$ cat src/rtl/dllr_pkg.sv
package dllr_pkg;
  localparam int SEQ_W = 12;
  typedef logic [SEQ_W-1:0] seq_t;

  // modular forward distance from b to a
  function automatic seq_t seq_gap(input seq_t a, input seq_t b);
    return a - b;
  endfunction
endpackage

$ cat src/rtl/dllr_rst_sync.sv
module dllr_rst_sync (
  input  logic clk,
  input  logic rst_n,
  output logic rst_sync_n
);
  logic [1:0] stage_q;

  always_ff @(posedge clk or negedge rst_n) begin
    if (!rst_n) stage_q <= 2'b00;
    else        stage_q <= {stage_q[0], 1'b1};
  end

  assign rst_sync_n = stage_q[1];
endmodule

$ cat src/rtl/dllr_replay_mem.sv
module dllr_replay_mem #(
  parameter int DW    = 16,
  parameter int DEPTH = 8
) (
  input  logic                     clk,
  input  logic                     wr_en,
  input  logic [$clog2(DEPTH)-1:0] wr_idx,
  input  logic [DW-1:0]            wr_data,
  input  logic [$clog2(DEPTH)-1:0] rd_idx,
  output logic [DW-1:0]            rd_data
);
  localparam int IDX_W = $clog2(DEPTH);

  logic [DW-1:0] slot_q [DEPTH];

  always_ff @(posedge clk) begin
    for (int i = 0; i < DEPTH; i++) begin
      if (wr_en && (wr_idx == IDX_W'(i))) slot_q[i] <= wr_data;
    end
  end

  assign rd_data = slot_q[rd_idx];
endmodule

$ cat src/rtl/dllr_tx.sv
module dllr_tx
  import dllr_pkg::*;
#(
  parameter int DW    = 16,
  parameter int DEPTH = 8
) (
  input  logic          clk,
  input  logic          rst_n,
  input  logic          up_valid,
  input  logic [DW-1:0] up_data,
  output logic          up_ready,
  input  logic          fb_valid,
  input  logic          fb_is_nak,
  input  seq_t          fb_seq,
  output logic          tx_valid,
  output seq_t          tx_seq,
  output logic [DW-1:0] tx_data
);
  localparam int   IDX_W   = $clog2(DEPTH);
  localparam seq_t DEPTH_S = seq_t'(DEPTH);

  seq_t          next_q, next_d;
  seq_t          ackd_q, ackd_d;
  seq_t          rp_q, rp_d;
  logic          rpl_q, rpl_d;
  logic          txv_q, txv_d;
  seq_t          txs_q, txs_d;
  logic [DW-1:0] txd_q, txd_d;
  logic          txd_en;

  seq_t          outst;
  logic          take;
  logic          fb_ok;
  logic          nak_hit;
  logic [DW-1:0] rd_data;

  dllr_replay_mem #(.DW(DW), .DEPTH(DEPTH)) u_mem (
    .clk     (clk),
    .wr_en   (take),
    .wr_idx  (next_q[IDX_W-1:0]),
    .wr_data (up_data),
    .rd_idx  (rp_q[IDX_W-1:0]),
    .rd_data (rd_data)
  );

  always_comb begin
    outst    = seq_gap(next_q, ackd_q) - seq_t'(1);
    up_ready = !rpl_q && (outst < DEPTH_S);
    take     = up_valid && up_ready;
    fb_ok    = fb_valid && (seq_gap(fb_seq, ackd_q) <= outst);
    nak_hit  = fb_ok && fb_is_nak;

    next_d = take ? next_q + seq_t'(1) : next_q;
    ackd_d = fb_ok ? fb_seq : ackd_q;

    rp_d   = rp_q;
    rpl_d  = rpl_q;
    txv_d  = 1'b0;
    txs_d  = txs_q;
    txd_d  = txd_q;
    txd_en = 1'b0;

    if (take) begin
      txv_d  = 1'b1;
      txs_d  = next_q;
      txd_d  = up_data;
      txd_en = 1'b1;
    end else if (rpl_q && !nak_hit) begin
      txv_d  = 1'b1;
      txs_d  = rp_q;
      txd_d  = rd_data;
      txd_en = 1'b1;
      rp_d   = rp_q + seq_t'(1);
      rpl_d  = (rp_q + seq_t'(1)) != next_q;
    end

    if (nak_hit) begin
      rp_d  = fb_seq + seq_t'(1);
      rpl_d = (fb_seq + seq_t'(1)) != next_d;
    end
  end

  always_ff @(posedge clk or negedge rst_n) begin
    if (!rst_n) begin
      next_q <= '0;
      ackd_q <= '1;
      rp_q   <= '0;
      rpl_q  <= 1'b0;
      txv_q  <= 1'b0;
      txs_q  <= '0;
    end else begin
      next_q <= next_d;
      ackd_q <= ackd_d;
      rp_q   <= rp_d;
      rpl_q  <= rpl_d;
      txv_q  <= txv_d;
      txs_q  <= txs_d;
    end
  end

  always_ff @(posedge clk) begin
    if (txd_en) txd_q <= txd_d;
  end

  assign tx_valid = txv_q;
  assign tx_seq   = txs_q;
  assign tx_data  = txd_q;

  assert_no_overflow_R3: assert property (@(posedge clk) disable iff (!rst_n)
    outst <= DEPTH_S);

  assert_accept_emits_R2: assert property (@(posedge clk) disable iff (!rst_n)
    (up_valid && up_ready) |=> (tx_valid && tx_seq == $past(next_q)));

  assert_nak_starts_replay_R5: assert property (@(posedge clk) disable iff (!rst_n)
    $rose(rpl_q) |-> $past(fb_valid && fb_is_nak));

  assert_replay_in_order_R5: assert property (@(posedge clk) disable iff (!rst_n)
    (rpl_q && !fb_valid) |=> (tx_valid && tx_seq == $past(rp_q)));
endmodule

$ cat src/rtl/dllr_rx.sv
module dllr_rx
  import dllr_pkg::*;
#(
  parameter int DW = 16
) (
  input  logic          clk,
  input  logic          rst_n,
  input  logic          rx_valid,
  input  seq_t          rx_seq,
  input  logic [DW-1:0] rx_data,
  input  logic          rx_crc_ok,
  output logic          dn_valid,
  output logic [DW-1:0] dn_data,
  output logic          msg_valid,
  output logic          msg_is_nak,
  output seq_t          msg_seq
);
  seq_t          exp_q, exp_d;
  logic          pend_q, pend_d;
  logic          dnv_q, dnv_d;
  logic [DW-1:0] dnd_q;
  logic          mv_q, mv_d;
  logic          mn_q, mn_d;
  seq_t          ms_q, ms_d;

  seq_t gap;
  seq_t last_good;
  logic good, dup, err, send_nak;

  always_comb begin
    gap       = seq_gap(rx_seq, exp_q);
    last_good = exp_q - seq_t'(1);
    good      = rx_valid && rx_crc_ok && (gap == '0);
    dup       = rx_valid && rx_crc_ok && gap[SEQ_W-1];
    err       = rx_valid && (!rx_crc_ok || ((gap != '0) && !gap[SEQ_W-1]));
    send_nak  = err && !pend_q;

    exp_d  = good ? exp_q + seq_t'(1) : exp_q;
    pend_d = good ? 1'b0 : (send_nak ? 1'b1 : pend_q);
    dnv_d  = good;

    mv_d = good || dup || send_nak;
    mn_d = send_nak;
    ms_d = good ? rx_seq : last_good;
  end

  always_ff @(posedge clk or negedge rst_n) begin
    if (!rst_n) begin
      exp_q  <= '0;
      pend_q <= 1'b0;
      dnv_q  <= 1'b0;
      mv_q   <= 1'b0;
      mn_q   <= 1'b0;
      ms_q   <= '0;
    end else begin
      exp_q  <= exp_d;
      pend_q <= pend_d;
      dnv_q  <= dnv_d;
      mv_q   <= mv_d;
      mn_q   <= mn_d;
      ms_q   <= ms_d;
    end
  end

  always_ff @(posedge clk) begin
    if (good) dnd_q <= rx_data;
  end

  assign dn_valid   = dnv_q;
  assign dn_data    = dnd_q;
  assign msg_valid  = mv_q;
  assign msg_is_nak = mn_q;
  assign msg_seq    = ms_q;

  assert_fwd_acked_R7: assert property (@(posedge clk) disable iff (!rst_n)
    dn_valid |-> (msg_valid && !msg_is_nak && msg_seq == $past(rx_seq)));

  assert_single_nak_R11: assert property (@(posedge clk) disable iff (!rst_n)
    (msg_valid && msg_is_nak) |=> !(msg_valid && msg_is_nak));

  assert_nak_not_fwd_R8: assert property (@(posedge clk) disable iff (!rst_n)
    (rx_valid && !rx_crc_ok) |=> !dn_valid);
endmodule

$ cat src/rtl/dll_replay_engine.sv
module dll_replay_engine
  import dllr_pkg::*;
#(
  parameter int DW    = 16,
  parameter int DEPTH = 8
) (
  input  logic          clk,
  input  logic          rst_n,
  input  logic          up_valid,
  input  logic [DW-1:0] up_data,
  output logic          up_ready,
  input  logic          fb_valid,
  input  logic          fb_is_nak,
  input  logic [11:0]   fb_seq,
  output logic          tx_valid,
  output logic [11:0]   tx_seq,
  output logic [DW-1:0] tx_data,
  input  logic          rx_valid,
  input  logic [11:0]   rx_seq,
  input  logic [DW-1:0] rx_data,
  input  logic          rx_crc_ok,
  output logic          dn_valid,
  output logic [DW-1:0] dn_data,
  output logic          msg_valid,
  output logic          msg_is_nak,
  output logic [11:0]   msg_seq
);
  logic rst_sync_n;

  dllr_rst_sync u_rst (
    .clk        (clk),
    .rst_n      (rst_n),
    .rst_sync_n (rst_sync_n)
  );

  dllr_tx #(.DW(DW), .DEPTH(DEPTH)) u_tx (
    .clk       (clk),
    .rst_n     (rst_sync_n),
    .up_valid  (up_valid),
    .up_data   (up_data),
    .up_ready  (up_ready),
    .fb_valid  (fb_valid),
    .fb_is_nak (fb_is_nak),
    .fb_seq    (fb_seq),
    .tx_valid  (tx_valid),
    .tx_seq    (tx_seq),
    .tx_data   (tx_data)
  );

  dllr_rx #(.DW(DW)) u_rx (
    .clk        (clk),
    .rst_n      (rst_sync_n),
    .rx_valid   (rx_valid),
    .rx_seq     (rx_seq),
    .rx_data    (rx_data),
    .rx_crc_ok  (rx_crc_ok),
    .dn_valid   (dn_valid),
    .dn_data    (dn_data),
    .msg_valid  (msg_valid),
    .msg_is_nak (msg_is_nak),
    .msg_seq    (msg_seq)
  );
endmodule

$ cat config.mk
export PLATFORM = sky130hd
export DESIGN_NAME = dll_replay_engine
export DESIGN_NICKNAME = d
export VERILOG_FILES = /design/src/rtl/dllr_pkg.sv /design/src/rtl/dllr_rst_sync.sv /design/src/rtl/dllr_replay_mem.sv /design/src/rtl/dllr_tx.sv /design/src/rtl/dllr_rx.sv /design/src/rtl/dll_replay_engine.sv
export SDC_FILE = /design/constraint.sdc
export NUM_CORES = 1
export LEC_CHECK = 0
export BUFFER_PORTS_ARGS = -buffer_cell sky130_fd_sc_hd__buf_2
export CORE_MARGIN = 8
export CORE_UTILIZATION = 35
export CTS_CLUSTER_SIZE = 25
export DETAILED_ROUTE_END_ITERATION = 7
export PLACE_DENSITY_LB_ADDON = 0.2
export SKIP_LAST_GASP = 1
export SYNTH_ARGS = -nofsm -noshare
export SYNTH_HDL_FRONTEND = slang
export SYNTH_HIERARCHICAL = 1
export SYNTH_SLANG_ARGS = --single-unit
$ cat constraint.sdc
create_clock -name clk -period 6 [get_ports clk]
set_clock_uncertainty 0.2 [all_clocks]
set_input_delay 0 -clock clk [delete_from_list [all_inputs] [get_ports clk]]
set_output_delay 0 -clock clk [all_outputs]
set_load 0.01 [all_outputs]
==> impl_table.tex <==
\begin{tabular}{lr}
\hline
Metric & Value \\
\hline
\multicolumn{2}{l}{\textbf{Synthesis}} \\
Count of yosys warnings during synthesis & 6 \\
Share of synthesized registers carrying an async set or reset & 0.333 \\
Count of state elements after synthesis & 240 \\
Syn\_nets & around 1,100 \\
Avg Inst Size Synth & roughly 13 um2 \\
Cell accounting for the most synthesized area & sky130\_fd\_sc\_hd\_\_edfxtp\_1 \\
Count of flip-flops with a built-in enable after synthesis & 160 \\
Largest cells by area after synthesis & sky130\_fd\_sc\_hd\_\_edfxtp\_1 (37\%), sky130\_fd\_sc\_hd\_\_dfrtp\_1 (13\%), sky130\_fd\_sc\_hd\_\_mux4\_1 (5.7\%), sky130\_fd\_sc\_hd\_\_xnor2\_1 (4.6\%), sky130\_fd\_sc\_hd\_\_ha\_1 (4.5\%) \\
Share of synthesized area occupied by flip-flops and latches & 0.528 \\
Proportion of netlist area held by the largest area contributor & 0.372 \\
Post-synthesis instance area & between 0.01 and 0.015 mm2 \\
Number of instances in the synthesized netlist & 1,008 \\
Primary flip-flop cell chosen by synthesis mapping & sky130\_fd\_sc\_hd\_\_edfxtp\_1 \\
Synth unique cells & between 90 and 100 \\
\multicolumn{2}{l}{\textbf{Power}} \\
Internal cell power & 4.38 mW \\
Reg power frac & 0.327 \\
Total power consumption of the routed design & 6.74 mW \\
Peak supply drop & 0.291 mV \\
Switching power of the nets & roughly 2.4 mW \\
Sw Share & 0.350 \\
Comb pwr share & 0.425 \\
Share of power burned in the clock network & 0.248 \\
Leakage power of the design & around 6.3 nW \\
Total power density per cell area & approximately 420 mW/mm2 \\
\multicolumn{2}{l}{\textbf{Detailed routing}} \\
Wire length per cell after detailed routing & $\sim$19 um \\
Via density per instance & approximately 5.1 \\
DRT Wirelength & roughly 33 mm \\
ANT nets after route & 0 \\
Via count & around 8,700 \\
Detailed-routing iteration count for the pre-antenna-repair pass & 5 \\
Initial detailed-routing violation count & between 400 and 500 \\
Number of remaining DRC errors & 0 \\
\multicolumn{2}{l}{\textbf{Layout}} \\
Final instance area & roughly 0.016 mm2 \\
Area added between synthesis and finish & 23.0\% \\
Most frequent cells in the layout & sky130\_fd\_sc\_hd\_\_edfxtp\_1 (160), sky130\_fd\_sc\_hd\_\_buf\_2 (123), sky130\_fd\_sc\_hd\_\_dlygate4sd3\_1 (88) \\
Number of inserted filler cells in the final layout & 3,354 \\
Final core utilization & 0.435 \\
Layout cells sized above 1 & 0.234 \\
Total inserted antenna cells & 0 \\
Most frequent standard cell in the layout excluding fill and tap cells & sky130\_fd\_sc\_hd\_\_edfxtp\_1 \\
Final layout net count & between 1,000 and 1,500 \\
\multicolumn{2}{l}{\textbf{CTS}} \\
CTS clk-pin slew, worst paths & around 60 ps \\
Clk Latency, worst-skew pair & between 500 and 600 ps \\
Buffer depth of the longest clock path & 3 \\
CTS Root Cell & sky130\_fd\_sc\_hd\_\_clkbuf\_16 \\
CTS tree & built \\
H-tree level count & 1 \\
Clock buffers created by TritonCTS & 29 \\
CTS Sinks & between 200 and 250 \\
\multicolumn{2}{l}{\textbf{Global route}} \\
Antenna violations before repair & 0 \\
GRT met3 Usage & 0.0254 \\
GR Util met2 & 0.257 \\
Global-route layer with the greatest usage & met2 \\
Total routing usage reported by global routing & 0.150 \\
Final global-route overflow total & 0 \\
GR met1 Demand/Resource & 0.197 \\
Global-route wire length before repair & between 50 and 60 mm \\
Largest net degree at the start of global routing & 50 \\
Number of global-route vias before repair & approximately 9,000 \\
\multicolumn{2}{l}{\textbf{STA}} \\
Post-layout min period & between 5000 and 6000 ps \\
Slew at the pin closest to its max-slew limit & around 830 ps \\
Post-route setup slack & between 200 and 300 ps \\
Max-slew violation count & 0 \\
Unrepaired setup endpoints after global routing & yes \\
Count of endpoints failing setup in the final report & 0 \\
Share of the clock period used by the worst path & 0.953 \\
Worst slew margin & 0.444 \\
Top achievable clock speed & $\sim$170 MHz \\
Final number of hold-violating endpoints & 0 \\
\multicolumn{2}{l}{\textbf{Die}} \\
Number of placed I/O pins & 124 \\
Area of the die & 0.0434 mm2 \\
Die height & between 200 and 250 um \\
Starting Density & 0.354 \\
Site Rows & 70 \\
Die X & roughly 210 um \\
Core region area & $\sim$0.037 mm2 \\
\multicolumn{2}{l}{\textbf{Critical path}} \\
Worst flop-to-flop path startpoint & u\_tx/ackd\_q[1] \\
Worst setup path category & reg2reg \\
Required @ worst endpoint & 6290 ps \\
Critical path arrival & between 6000 and 7000 ps \\
Worst r2r path cells & 22 \\
Category of the worst setup path capture point & flop \\
Worst reg2reg endpoint & u\_tx/ackd\_q[9] \\
Setup slack on the worst flop-to-flop path & around 280 ps \\
Critical path startpoint category & flop \\
Biggest fanout along the worst timing path & 14 \\
\multicolumn{2}{l}{\textbf{Placement}} \\
Placed cell area & about 0.014 mm2 \\
DPL Wire Length & between 20 and 25 mm \\
Worst slack, placed & around 300 ps \\
Count of buffers from port buffering & between 100 and 150 \\
Routability cong. & 0.834 \\
\multicolumn{2}{l}{\textbf{Run}} \\
Max capacitance violation total & 0 \\
\multicolumn{2}{l}{\textbf{Status}} \\
Run status & finished, final reports clean \\
\multicolumn{2}{l}{\textbf{Hold path}} \\
HP Class & reg2async \\
\hline
\end{tabular}
-- per-layer routing --
layer / vias to the layer above / routed length (um)
met5: - / 0
met4: 0 / 634
met3: 34 / 1270
met2: 141 / 16000
met1: 4337 / 15200
li1: 4217 / -
-- synthesized netlist by cell type, types with 5 or more instances --
| cell | n |
|---|---|
| sky130_fd_sc_hd__nor3_1 | 25 |
| sky130_fd_sc_hd__a21o_1 | 12 |
| sky130_fd_sc_hd__o21ai_0 | 33 |
| sky130_fd_sc_hd__o2111ai_1 | 5 |
| sky130_fd_sc_hd__nor2_1 | 70 |
| sky130_fd_sc_hd__xnor2_1 | 68 |
| sky130_fd_sc_hd__dfstp_2 | 12 |
| sky130_fd_sc_hd__mux4_1 | 28 |
| sky130_fd_sc_hd__inv_1 | 49 |
| sky130_fd_sc_hd__ha_1 | 47 |
| sky130_fd_sc_hd__nor3b_1 | 7 |
| sky130_fd_sc_hd__mux2_2 | 42 |
| sky130_fd_sc_hd__dfrtp_1 | 68 |
| sky130_fd_sc_hd__o21bai_1 | 5 |
| sky130_fd_sc_hd__edfxtp_1 | 160 |
| sky130_fd_sc_hd__clkbuf_1 | 15 |
| sky130_fd_sc_hd__nand2_1 | 57 |
| sky130_fd_sc_hd__nand3_1 | 31 |
| sky130_fd_sc_hd__o31ai_1 | 7 |
| sky130_fd_sc_hd__o21a_1 | 7 |
| sky130_fd_sc_hd__nor2b_1 | 9 |
| sky130_fd_sc_hd__nand3b_1 | 5 |
| sky130_fd_sc_hd__xor2_1 | 26 |
| sky130_fd_sc_hd__and3_1 | 11 |
| sky130_fd_sc_hd__a211oi_1 | 6 |
| sky130_fd_sc_hd__a21oi_1 | 42 |
| sky130_fd_sc_hd__nand4_1 | 17 |
| sky130_fd_sc_hd__nor4_1 | 6 |
| sky130_fd_sc_hd__buf_2 | 9 |
| sky130_fd_sc_hd__mux2i_1 | 14 |
| sky130_fd_sc_hd__buf_6 | 7 |
| sky130_fd_sc_hd__nand2b_1 | 8 |
-- state kept, by name, indices dropped and copies added, names as in the netlist, 2 cells and up --
signal	flops
u_rx/dn_data	16
u_tx/tx_data	16
u_tx/u_mem/slot_q	128
u_tx/ackd_q	12
u_tx/tx_seq	12
u_rx/msg_seq	12
u_tx/rp_q	12
u_rx/exp_q	12
u_tx/next_q	12
u_rst/stage_q	2
-- how the worst max path moves through the flow --
| stage | from | endpoint | slack [ps] |
|---|---|---|---|
| 6_report | u_tx/ackd_q[1] | u_tx/ackd_q[9] | 280 |
| 5_1_grt | u_tx/ackd_q[1] | u_tx/ackd_q[11] | -40 |
| 4_1_cts | u_tx/ackd_q[1] | u_tx/ackd_q[11] | 200 |
| 3_5_place_dp | u_tx/ackd_q[1] | u_tx/tx_data[9] | 300 |
| 3_3_place_gp | u_tx/ackd_q[1] | u_tx/tx_data[7] | 390 |
| 2_1_floorplan | u_tx/ackd_q[1] | u_tx/tx_data[0] | 840 |
-- kinds of logic after synthesis --
| logic type | count (synthesis) | share of synthesized area |
|---|---|---|
| flops | 240 | 0.528 |
| xor+xnor | 100 | 0.0717 |
| buf+inv | 86 | 0.0312 |
| other cells | 1 | 0.000290 |
| fa+ha+maj | 49 | 0.0486 |
| simple gates | 286 | 0.122 |
| compound gates | 156 | 0.0853 |
| mux | 90 | 0.113 |
-- critical path: stages (launching register included) --
cell	delay [ps]
sky130_fd_sc_hd__dfstp_2	570
sky130_fd_sc_hd__inv_1	70
sky130_fd_sc_hd__ha_1	260
sky130_fd_sc_hd__nor2b_1	120
sky130_fd_sc_hd__o21ai_0	200
sky130_fd_sc_hd__a21boi_0	150
sky130_fd_sc_hd__o21ai_0	210
sky130_fd_sc_hd__a21boi_0	150
sky130_fd_sc_hd__o21a_1	180
sky130_fd_sc_hd__nor2_1	160
sky130_fd_sc_hd__o21bai_1	90
sky130_fd_sc_hd__a21oi_1	210
sky130_fd_sc_hd__o21ai_0	150
sky130_fd_sc_hd__xnor2_1	150
sky130_fd_sc_hd__ha_1	300
sky130_fd_sc_hd__nand2_1	70
sky130_fd_sc_hd__or2_2	300
sky130_fd_sc_hd__or3_1	380
sky130_fd_sc_hd__a2111o_1	440
sky130_fd_sc_hd__o31ai_4	130
sky130_fd_sc_hd__nand2_4	230
sky130_fd_sc_hd__mux2_1	360
sky130_fd_sc_hd__dlygate4sd3_1	560
-- power groups by stage --
| stage | Clock (mW) | Combinational, mW | Sequential (mW) |
|---|---|---|---|
| after global placement | 0 | 2.68 | 2.24 |
| after floorplan | 0 | 2.09 | 2.22 |
| after CTS | 1.74 | 2.84 | 2.21 |
| after detailed placement | 0 | 2.71 | 2.24 |
| after global routing | 1.80 | 3.18 | 2.23 |
| final | 1.68 | 2.86 | 2.21 |
-- layout make-up --
| class | instances | area (um2) | area share |
|---|---|---|---|
| clock inverter | 21 | 174 | 0.0109 |
| inverter | 49 | 188 | 0.0118 |
| timing repair buffer | 229 | 1640 | 0.103 |
| multi-input combinational | 682 | 5740 | 0.361 |
| tap | 468 | 586 | 0.0368 |
| sequential | 240 | 6830 | 0.429 |
| clock buffer | 33 | 741 | 0.0466 |
-- timing repair --
action | in CTS | in global routing
hold endpoints to repair | 226 | 0
endpoints found under the setup margin | 0 | 24
buffers inserted | 0 | 1
hold buffers | 88 | 0
resized for setup | 0 | 3
-- stage by stage --
stage | cells | hold WS [ps] | setup TNS, ps
5_1_grt | 1722 | 76.6 | -49.9
3_3_place_gp | 1579 | -414 | 0
6_report | 1722 | 50.5 | 0
4_1_cts | 1721 | 12.8 | 0
3_5_place_dp | 1579 | -410 | 0
2_1_floorplan | 1008 | -496 | 0
(Power assumes the default switching activity.)
